[src/rtl/blit_pkg.sv]
package blit_pkg;
  localparam logic [7:0] OP_COLOUR  = 8'h0B;
  localparam logic [7:0] OP_DST     = 8'h0C;
  localparam logic [7:0] OP_SRC     = 8'h0D;
  localparam logic [7:0] OP_WIDTH   = 8'h0E;
  localparam logic [7:0] OP_HEIGHT  = 8'h0F;
  localparam logic [7:0] OP_COPY_GO = 8'h21;
  localparam logic [7:0] OP_FILL_GO = 8'h23;

  typedef enum logic [2:0] {
    ST_IDLE,
    ST_FILL,
    ST_RD,
    ST_WAIT,
    ST_WR,
    ST_FIN
  } exec_state_t;
endpackage

[src/rtl/blit_cmd_decode.sv]
module blit_cmd_decode #(
  parameter int ADDR_W = 24,
  parameter int DIM_W  = 10,
  parameter int PIX_W  = 16
) (
  input  logic              clk,
  input  logic              rst,
  input  logic              accept,
  input  logic [31:0]       cmd,
  output logic [ADDR_W-1:0] dst_base,
  output logic [ADDR_W-1:0] src_base,
  output logic [DIM_W-1:0]  w_m1,
  output logic [DIM_W-1:0]  h_m1,
  output logic [PIX_W-1:0]  colour,
  output logic              go_fill,
  output logic              go_copy
);
  import blit_pkg::*;

  logic [7:0] op;
  assign op = cmd[31:24];

  always_ff @(posedge clk) begin
    if (rst) begin
      dst_base <= '0;
      src_base <= '0;
      w_m1     <= '0;
      h_m1     <= '0;
      colour   <= '0;
    end else if (accept) begin
      case (op)
        OP_DST:    dst_base <= {cmd[ADDR_W-1:1], 1'b0};
        OP_SRC:    src_base <= {cmd[ADDR_W-1:1], 1'b0};
        OP_WIDTH:  w_m1     <= cmd[DIM_W-1:0];
        OP_HEIGHT: h_m1     <= cmd[DIM_W-1:0];
        OP_COLOUR: colour   <= cmd[PIX_W-1:0];
        default: ;
      endcase
    end
  end

  always_comb begin
    go_fill = accept && (op == OP_FILL_GO);
    go_copy = accept && (op == OP_COPY_GO);
  end
endmodule

[src/rtl/blit_walker.sv]
module blit_walker #(
  parameter int ADDR_W  = 24,
  parameter int DIM_W   = 10,
  parameter int PITCH_W = 11
) (
  input  logic               clk,
  input  logic               rst,
  input  logic               start,
  input  logic               step,
  input  logic [ADDR_W-1:0]  dst_base,
  input  logic [ADDR_W-1:0]  src_base,
  input  logic [DIM_W-1:0]   w_m1,
  input  logic [DIM_W-1:0]   h_m1,
  input  logic [PITCH_W-1:0] pitch,
  output logic [ADDR_W-1:0]  dst_addr,
  output logic [ADDR_W-1:0]  src_addr,
  output logic               last
);
  localparam int XPAD = ADDR_W - DIM_W - 1;
  localparam int PPAD = ADDR_W - PITCH_W - 1;

  logic [DIM_W-1:0]   x_q, y_q, wlim_q, hlim_q;
  logic [ADDR_W-1:0]  drow_q, srow_q, row_step_q;
  logic [ADDR_W-1:0]  x_bytes;
  logic               row_end;

  assign x_bytes = {{XPAD{1'b0}}, x_q, 1'b0};
  assign row_end = (x_q == wlim_q);

  always_ff @(posedge clk) begin
    if (rst) begin
      x_q        <= '0;
      y_q        <= '0;
      wlim_q     <= '0;
      hlim_q     <= '0;
      drow_q     <= '0;
      srow_q     <= '0;
      row_step_q <= '0;
    end else if (start) begin
      x_q        <= '0;
      y_q        <= '0;
      wlim_q     <= w_m1;
      hlim_q     <= h_m1;
      drow_q     <= dst_base;
      srow_q     <= src_base;
      row_step_q <= {{PPAD{1'b0}}, pitch, 1'b0};
    end else if (step) begin
      if (row_end) begin
        x_q    <= '0;
        y_q    <= y_q + 1'b1;
        drow_q <= drow_q + row_step_q;
        srow_q <= srow_q + row_step_q;
      end else begin
        x_q <= x_q + 1'b1;
      end
    end
  end

  always_comb begin
    dst_addr = drow_q + x_bytes;
    src_addr = srow_q + x_bytes;
    last     = row_end && (y_q == hlim_q);
  end
endmodule

[src/rtl/blit_exec.sv]
module blit_exec #(
  parameter int ADDR_W = 24,
  parameter int PIX_W  = 16
) (
  input  logic              clk,
  input  logic              rst,
  input  logic              go_fill,
  input  logic              go_copy,
  input  logic [PIX_W-1:0]  colour,
  input  logic [ADDR_W-1:0] dst_addr,
  input  logic [ADDR_W-1:0] src_addr,
  input  logic              last,
  input  logic [PIX_W-1:0]  rdata,
  output logic              walk_start,
  output logic              walk_step,
  output logic              req,
  output logic              we,
  output logic [ADDR_W-1:0] addr,
  output logic [PIX_W-1:0]  wdata,
  output logic              busy,
  output logic              done
);
  import blit_pkg::*;

  exec_state_t state;

  always_ff @(posedge clk) begin
    if (rst) begin
      state <= ST_IDLE;
      req   <= 1'b0;
      we    <= 1'b0;
      addr  <= '0;
      wdata <= '0;
      done  <= 1'b0;
    end else begin
      done <= 1'b0;
      case (state)
        ST_IDLE: begin
          req <= 1'b0;
          we  <= 1'b0;
          if (go_fill)      state <= ST_FILL;
          else if (go_copy) state <= ST_RD;
        end
        ST_FILL: begin
          req   <= 1'b1;
          we    <= 1'b1;
          addr  <= dst_addr;
          wdata <= colour;
          state <= last ? ST_FIN : ST_FILL;
        end
        ST_RD: begin
          req   <= 1'b1;
          we    <= 1'b0;
          addr  <= src_addr;
          state <= ST_WAIT;
        end
        ST_WAIT: begin
          req   <= 1'b0;
          state <= ST_WR;
        end
        ST_WR: begin
          req   <= 1'b1;
          we    <= 1'b1;
          addr  <= dst_addr;
          wdata <= rdata;
          state <= last ? ST_FIN : ST_RD;
        end
        default: begin
          req   <= 1'b0;
          we    <= 1'b0;
          done  <= 1'b1;
          state <= ST_IDLE;
        end
      endcase
    end
  end

  always_comb begin
    walk_start = (state == ST_IDLE) && (go_fill || go_copy);
    walk_step  = (state == ST_FILL) || (state == ST_WR);
    busy       = (state != ST_IDLE);
  end
endmodule

[src/rtl/rect_blit_engine.sv]
module rect_blit_engine #(
  parameter int ADDR_W  = 24,
  parameter int DIM_W   = 10,
  parameter int PITCH_W = 11,
  parameter int PIX_W   = 16
) (
  input  logic               clk,
  input  logic               rst,
  input  logic               cmd_valid,
  input  logic [31:0]        cmd_data,
  output logic               cmd_ready,
  input  logic [PITCH_W-1:0] line_px,
  output logic               mem_req,
  output logic               mem_we,
  output logic [ADDR_W-1:0]  mem_addr,
  output logic [PIX_W-1:0]   mem_wdata,
  input  logic [PIX_W-1:0]   mem_rdata,
  output logic               busy,
  output logic               done
);
  logic              accept, go_fill, go_copy, walk_start, walk_step, last;
  logic [ADDR_W-1:0] dst_base, src_base, dst_addr, src_addr;
  logic [DIM_W-1:0]  w_m1, h_m1;
  logic [PIX_W-1:0]  colour;

  assign cmd_ready = !busy;
  assign accept    = cmd_valid && cmd_ready;

  blit_cmd_decode #(.ADDR_W(ADDR_W), .DIM_W(DIM_W), .PIX_W(PIX_W)) dec_i (
    .clk(clk), .rst(rst), .accept(accept), .cmd(cmd_data),
    .dst_base(dst_base), .src_base(src_base), .w_m1(w_m1), .h_m1(h_m1),
    .colour(colour), .go_fill(go_fill), .go_copy(go_copy)
  );

  blit_walker #(.ADDR_W(ADDR_W), .DIM_W(DIM_W), .PITCH_W(PITCH_W)) walk_i (
    .clk(clk), .rst(rst), .start(walk_start), .step(walk_step),
    .dst_base(dst_base), .src_base(src_base), .w_m1(w_m1), .h_m1(h_m1),
    .pitch(line_px), .dst_addr(dst_addr), .src_addr(src_addr), .last(last)
  );

  blit_exec #(.ADDR_W(ADDR_W), .PIX_W(PIX_W)) exec_i (
    .clk(clk), .rst(rst), .go_fill(go_fill), .go_copy(go_copy),
    .colour(colour), .dst_addr(dst_addr), .src_addr(src_addr), .last(last),
    .rdata(mem_rdata), .walk_start(walk_start), .walk_step(walk_step),
    .req(mem_req), .we(mem_we), .addr(mem_addr), .wdata(mem_wdata),
    .busy(busy), .done(done)
  );
endmodule

[config.mk]
export PLATFORM = sky130hd
export DESIGN_NAME = rect_blit_engine
export DESIGN_NICKNAME = d
export VERILOG_FILES = /design/src/rtl/blit_pkg.sv /design/src/rtl/blit_cmd_decode.sv /design/src/rtl/blit_walker.sv /design/src/rtl/blit_exec.sv /design/src/rtl/rect_blit_engine.sv
export SDC_FILE = /design/constraint.sdc
export NUM_CORES = 1
export LEC_CHECK = 0
export ABC_AREA = 1
export BUFFER_PORTS_ARGS = -buffer_cell sky130_fd_sc_hd__buf_2
export CORE_MARGIN = 1
export CORE_UTILIZATION = 35
export CTS_BUF_LIST = sky130_fd_sc_hd__clkbuf_8 sky130_fd_sc_hd__clkbuf_16
export DETAILED_ROUTE_END_ITERATION = 10
export PLACE_DENSITY_LB_ADDON = 0.25
export SLEW_MARGIN = 15
export SYNTH_ARGS = -nofsm -noshare
export SYNTH_HDL_FRONTEND = slang
export SYNTH_HIERARCHICAL = 1
export SYNTH_SLANG_ARGS = --single-unit
[constraint.sdc]
create_clock -name clk -period 3.3 [get_ports clk]
set_input_delay 0.165 -clock clk [delete_from_list [all_inputs] [get_ports clk]]
set_output_delay 0.165 -clock clk [all_outputs]
set_load 0.01 [all_outputs]
== Yosys cells after proc, flatten, opt, wreduce, memory -nomap -nowiden ==
Index checks and enable logic that the tools add are counted.
Word-level totals
  bits in registers: 227
Cells by class
  add/subtract/negate cells: 6
  eq/ne operators: 14
  muxes and demuxes: 17
  reduce and logical (&&, ||, !) cells: 25
Operators with widths (number)
  two-way mux 24 bit: 6
  adder 24 x 11 -> 24 bit: 2
  adder 24 x 12 -> 24 bit: 2
  case mux 24 bit (2 select lines): 1
  equality test 8 x 4 -> 1 bit, second input constant: 5
  case mux 16 bit (2 select lines): 1
  adder 10 x 1 -> 10 bit, second input constant: 2
  equality test 10 bit: 2
  equality test 8 x 6 -> 1 bit, second input constant: 2
  case mux 3 bit (5 select lines): 1
  AND reduction 2 bit: 7
  two-way mux 3 bit: 4
  two-way mux 10 bit: 1
  nonzero test 2 bit: 4
  equality test 3 x 2 -> 1 bit, second input constant: 2
  logical AND 1 bit: 5
  OR reduction 5 bit: 1
  OR reduction 2 bit: 2
  equality test 3 x 1 -> 1 bit, second input constant: 1
  equality test 3 bit, second input constant: 1
  zero test 3 bit: 1
  inequality test 3 x 1 -> 1 bit, second input constant: 1
  nonzero test 3 bit: 1
  OR reduction 3 bit: 1
  other kinds (4): 6

== Depth between registers and ports, before layout ==
  word-level depth: 8
  depth in mapped cells: 17
  gate-level depth less buffers: 15

== Modules after synthesis ==
Netlist, hierarchy kept.
Modules (own cells, without submodules)
  blit_walker: instances 1, cells an instance 1321, area an instance 7987.7 um^2, sequential area each 1981.9 um^2
  blit_cmd_decode: instances 1, cells an instance 505, area an instance 3430.8 um^2, sequential area each 1641.6 um^2
  blit_exec: instances 1, cells an instance 371, area an instance 2596.2 um^2, sequential area each 920.9 um^2
  rect_blit_engine: instances 1, cells an instance 3, area an instance 13.8 um^2, sequential area each 0.0 um^2

== Least setup slack after synthesis ==
Ideal clock, no wire load.
  path kind: reg-to-reg
  start point: register exec_i.state[0]
  end point: register walk_i.srow_q[15]
  library setup time: 0.065 ns
  data arrival time: 2.432 ns
  data required time: 3.235 ns
  path slack: 0.803 ns
  cell stages (with the launch flop): 17
  path buffers: 3
  clock period less this slack: 2.497 ns
  cell sequence: dfxtp_1 > nor2_2 > nand2_1 > nor2_2 > nand2_1 > inv_1 > nand3_1 > nor2_1 > nor2_1 > nor2_1 > buf_2 > clkbuf_1 > clkbuf_1 > nand2_1 > o21ai_1 > nor2_1 > nor2_1
Between the ends
  longest elaborated chain between the ends: 8
  elaborated cells between the ends (all ways): 15
  those cells by class: eq/ne (2); mux (1); reduce/logical (12)
Ends and longest elaborated chain
  start, declared: RTL line blit_exec.sv:25  | exec_state_t state;
  start signal, assigned: RTL line blit_exec.sv:49  | state <= last ? ST_FIN : ST_FILL;
  start signal, assigned: RTL line blit_exec.sv:66  | state <= last ? ST_FIN : ST_RD;
  nonzero test 3 bit (*): RTL line blit_exec.sv:81  | busy = (state != ST_IDLE);
  via busy: RTL line rect_blit_engine.sv:18  | output logic busy,
  zero test 1 bit (*): RTL line rect_blit_engine.sv:26  | assign cmd_ready = !busy;
  logical AND 1 bit (*): RTL line rect_blit_engine.sv:27  | assign accept = cmd_valid && cmd_ready;
  via accept: RTL line rect_blit_engine.sv:21  | logic accept, go_fill, go_copy, walk_start, walk_step, last;
  logical AND 1 bit (*): RTL line blit_cmd_decode.sv:43  | go_fill = accept && (op == OP_FILL_GO);
  via go_fill: RTL line rect_blit_engine.sv:21
  logical OR 1 bit (*): RTL line blit_exec.sv:79  | walk_start = (state == ST_IDLE) && (go_fill || go_copy);
  logical AND 1 bit (*): RTL line blit_exec.sv:79
  via walk_start: RTL line rect_blit_engine.sv:21
  nonzero test 2 bit (no line)
  AND reduction 2 bit (no line)
  end signal, assigned: RTL line blit_walker.sv:45  | srow_q <= src_base;
  end signal, assigned: RTL line blit_walker.sv:52  | srow_q <= srow_q + row_step_q;
  end, declared: RTL line blit_walker.sv:23  | logic [ADDR_W-1:0] drow_q, srow_q, row_step_q;
The timed path passes the listed nets; every way through them passes the cells marked *.
A chain may end at the register's enable or synchronous reset.

== Worst setup path in the final report ==
  start point: register exec_i.state[0]
  end point: register walk_i.drow_q[9]
Between the ends
  longest elaborated chain between the ends: 8
  elaborated cells between the ends (all ways): 15
  those cells by class: eq/ne (2); mux (1); reduce/logical (12)
Ends and longest elaborated chain
  nonzero test 3 bit (*): RTL line blit_exec.sv:81
  zero test 1 bit (*): RTL line rect_blit_engine.sv:26
  logical AND 1 bit (*): RTL line rect_blit_engine.sv:27
  via accept: RTL line rect_blit_engine.sv:21
  logical AND 1 bit (*): RTL line blit_cmd_decode.sv:43
  via go_fill: RTL line rect_blit_engine.sv:21
  logical OR 1 bit (*): RTL line blit_exec.sv:79
  logical AND 1 bit (*): RTL line blit_exec.sv:79
  via walk_start: RTL line rect_blit_engine.sv:21
  nonzero test 2 bit (no line)
  AND reduction 2 bit (no line)
  end signal, assigned: RTL line blit_walker.sv:44  | drow_q <= dst_base;
  end signal, assigned: RTL line blit_walker.sv:51  | drow_q <= drow_q + row_step_q;
  end, declared: RTL line blit_walker.sv:23
Marks and branches as above.

==> key figures <==
Setup path
  • Startpoint types: flop
  • Reg2reg setup slack: 0.34 ns
  • CP max FO: 18
  • Critical path type: flop to flop
  • CP required: 3.72 ns
  • Crit end category: flop
  • Arr. time, crit path: 3.38 ns

Logic synthesis
  • Synthesis-stage register bit count: 227
  • Synth Cell Area: 14000 sq um
  • Post-synth EDFFs: 0
  • Leading area contributor after synthesis: dfxtp_1
  • Syn Area/Cell: 6.38 sq um
  • Cell variety after synth: 46
  • Synth top area cells: dfxtp_1 32%, nand2_1 17%, nor2_1 10%, nand3_1 6.7%, inv_1 5.9%
  • Most frequent cells after synthesis: 628 x nand2_1, 376 x nor2_1, 227 x dfxtp_1
  • Yosys warns: 6
  • Async SR Flop Fraction: 0
  • Dominant cell by count in the synthesized netlist: nand2_1
  • Most used DFF post-synth: dfxtp_1
  • Post-synthesis sequential area ratio: 0.324
  • Gate Count Post-Synth: 2200
  • Yosys top cell area share: 0.324

STA
  • Clock skew after layout: 0.00907 ns
  • Fin crit share: 0.897
  • Worst-margin pin slew: 1.11 ns
  • Final hold vios: 0
  • Hold slack: 0.0288 ns
  • Max transition margin: 0.258
  • Crit path time final: 2.96 ns
  • Slew Viols, Final: 0
  • Unrepaired setup endpoints after global routing: no
  • Fin worst setup slack: 0.338 ns
  • Final Setup Violations: 0
  • Setup TNS: 0 ns
  • Fmax: 338 MHz

Floorplanning
  • Top Ports: 107
  • Rows: 72
  • Core ar.: 39100 sq um
  • Die width: 202 um
  • Die height: 202 um
  • Starting Density: 0.359
  • Die area: 40900 sq um

Detailed routing
  • Initial DRT Pass Iterations: 7
  • Drt drc: 0
  • Routed Antenna Nets: 0
  • Via count of the routed design: 13.9k
  • DR vias/cell: 4.87
  • WL met2: 20.7 mm
  • Final wirelength: 45.6 mm
  • Iter 0 DRT Violations: 933
  • M1 wire length: 21.4 mm
  • Met3 wire len: 2.26 mm
  • DR WL/cell: 16.0 um
  • Max layer used: met5

Placement
  • Placed cell count: 2762
  • IO Port Bufs: 106
  • HPWL after DPL: 34.6 mm
  • Dpl cell area: 14900 sq um
  • RePlAce Congestion: 0.954
  • Place WS: 0.306 ns

Final layout
  • Layout cells sized above 1: 0.117
  • Area grow syn2layout: 15.7%
  • Core Util, Final: 0.415
  • Final Cell Area: 16200 sq um
  • Fin cells: 2852
  • Inserted Diodes: 0
  • Nets: 2425

Job
  • Maximum Capacitance Violations: 0

Clock tree
  • TritonCTS clock tree: built
  • Htree depth: 1
  • Root buffer cell: clkbuf_16
  • Clk_lat worst skew: 0.56 ns
  • Clock Path Buffers: 3
  • Clk slew on worst S/H paths: 0.06 ns
  • CTS Buf Count: 27
  • TritonCTS Sinks: 227

Global routing
  • First-pass GRT wire length: 73.5 mm
  • Vias in the first global route: 13.7k
  • All-Layer GR Usage: 0.224
  • Total gr overflow: 0
  • Largest net degree at the start of global routing: 74
  • Antenna violations before repair: 0

Power
  • Tot Pwr: 9.09 mW
  • Sw Pwr: 3.45 mW
  • Clk pwr share: 0.324
  • PD cells: 560 nW/um^2
  • Sequential share of power: 0.356
  • Pint: 5.64 mW
  • Logic pwr share: 0.320
  • Leakage power: 7.55 nW
  • Switching Fraction: 0.379
  • Peak supply drop: 0.475 mV

Outcome
  • Status: finished clean

Min path
  • Tightest Hold Check Type: input pin to flop
-- layout make-up --
type                       count  area, sq um
timing repair buffer         177         1210
inverter                     232          871
fill                        4308        22900
multi-input combinational   1650         8090
tap                          518          648
sequential                   227         4540
clock inverter                16          125
clock buffer                  32          744
-- placed cells by master (no fill, tap or decap), drive strengths merged, types with 6 or more instances in the layout --
cell type    count
buf            135
nor3            21
ha              44
dfxtp          227
inv            237
a21oi          100
nand3          213
o21ai          106
nand3b          12
nor2           397
nand2          636
or2              6
clkbuf          32
nand4           21
clkinv          10
xnor2           18
dlygate4sd3     42
xor2            48
-- sequential cells by signal, indices dropped and copies added (netlist names) --
signal             flops
exec_i/addr           24
walk_i/drow_q         24
walk_i/srow_q         24
dec_i/dst_base        23
dec_i/src_base        23
dec_i/colour          16
exec_i/wdata          16
walk_i/row_step_q     11
dec_i/h_m1            10
dec_i/w_m1            10
walk_i/hlim_q         10
walk_i/wlim_q         10
walk_i/x_q            10
walk_i/y_q            10
exec_i/state           3
exec_i/done            1
exec_i/req             1
exec_i/we              1
-- power groups by stage --
stage	logic, mW	registers, mW	clock network [mW]
after floorplan	1.96	3.37	0
after CTS	2.94	3.24	3.02
after detailed placement	2.89	3.30	0
after global routing	3.24	3.28	3.12
final	2.91	3.24	2.94
after global placement	2.86	3.29	0
-- routing by layer --
| metal | vias up | track usage |
|---|---|---|
| met3 | 73 | 0.0258 |
| met1 | 6310 | 0.303 |
| met4 | 2 | 0.0623 |
| met5 | - | 0.00714 |
| met2 | 347 | 0.375 |
| li1 | 7148 | - |
-- worst paths after layout --
check | endpoint | depth (start not counted) | startpoint
max | walk_i/drow_q[9] | 14 | exec_i/state[0]
min reg2reg | exec_i/addr[2] | 2 | exec_i/addr[2]
min | dec_i/h_m1[6] | 5 | cmd_data[6]
max reg2reg | walk_i/drow_q[9] | 14 | exec_i/state[0]
-- kinds of logic (layout without fill, tap and decap cells) --
logic type,count (synthesis),in the layout,share of synthesized area
buffers and inverters,324,457,0.100
xor gates and xnor gates,66,66,0.0412
AOI/OAI and AO/OA,217,217,0.0854
other,1,2,0.000267
adders and majority gates,48,48,0.0450
and+or+nand+nor,1317,1317,0.404
DFF,227,227,0.324
-- critical path, cell delays in order (launching register included) --
cell and delay (ns):
dfxtp_1 0.39, nor2_2 0.19, nand2_1 0.12, nor2_2 0.21, nand2_1 0.14, inv_1 0.09, nand3_1 0.10, nor2_1 0.14
nor2_1 0.10, nor2_4 0.24, inv_2 0.20, nand2_2 0.43, inv_2 0.27, nand2_1 0.13, a21oi_1 0.07
-- repair_timing --
action	in CTS	in global routing
hold buffers	42	0
endpoints found under the setup margin	0	2
hold endpoints to repair	62	0
setup buffers	0	0
gates resized for setup	0	1
Power figures use the tool's default switching activity.
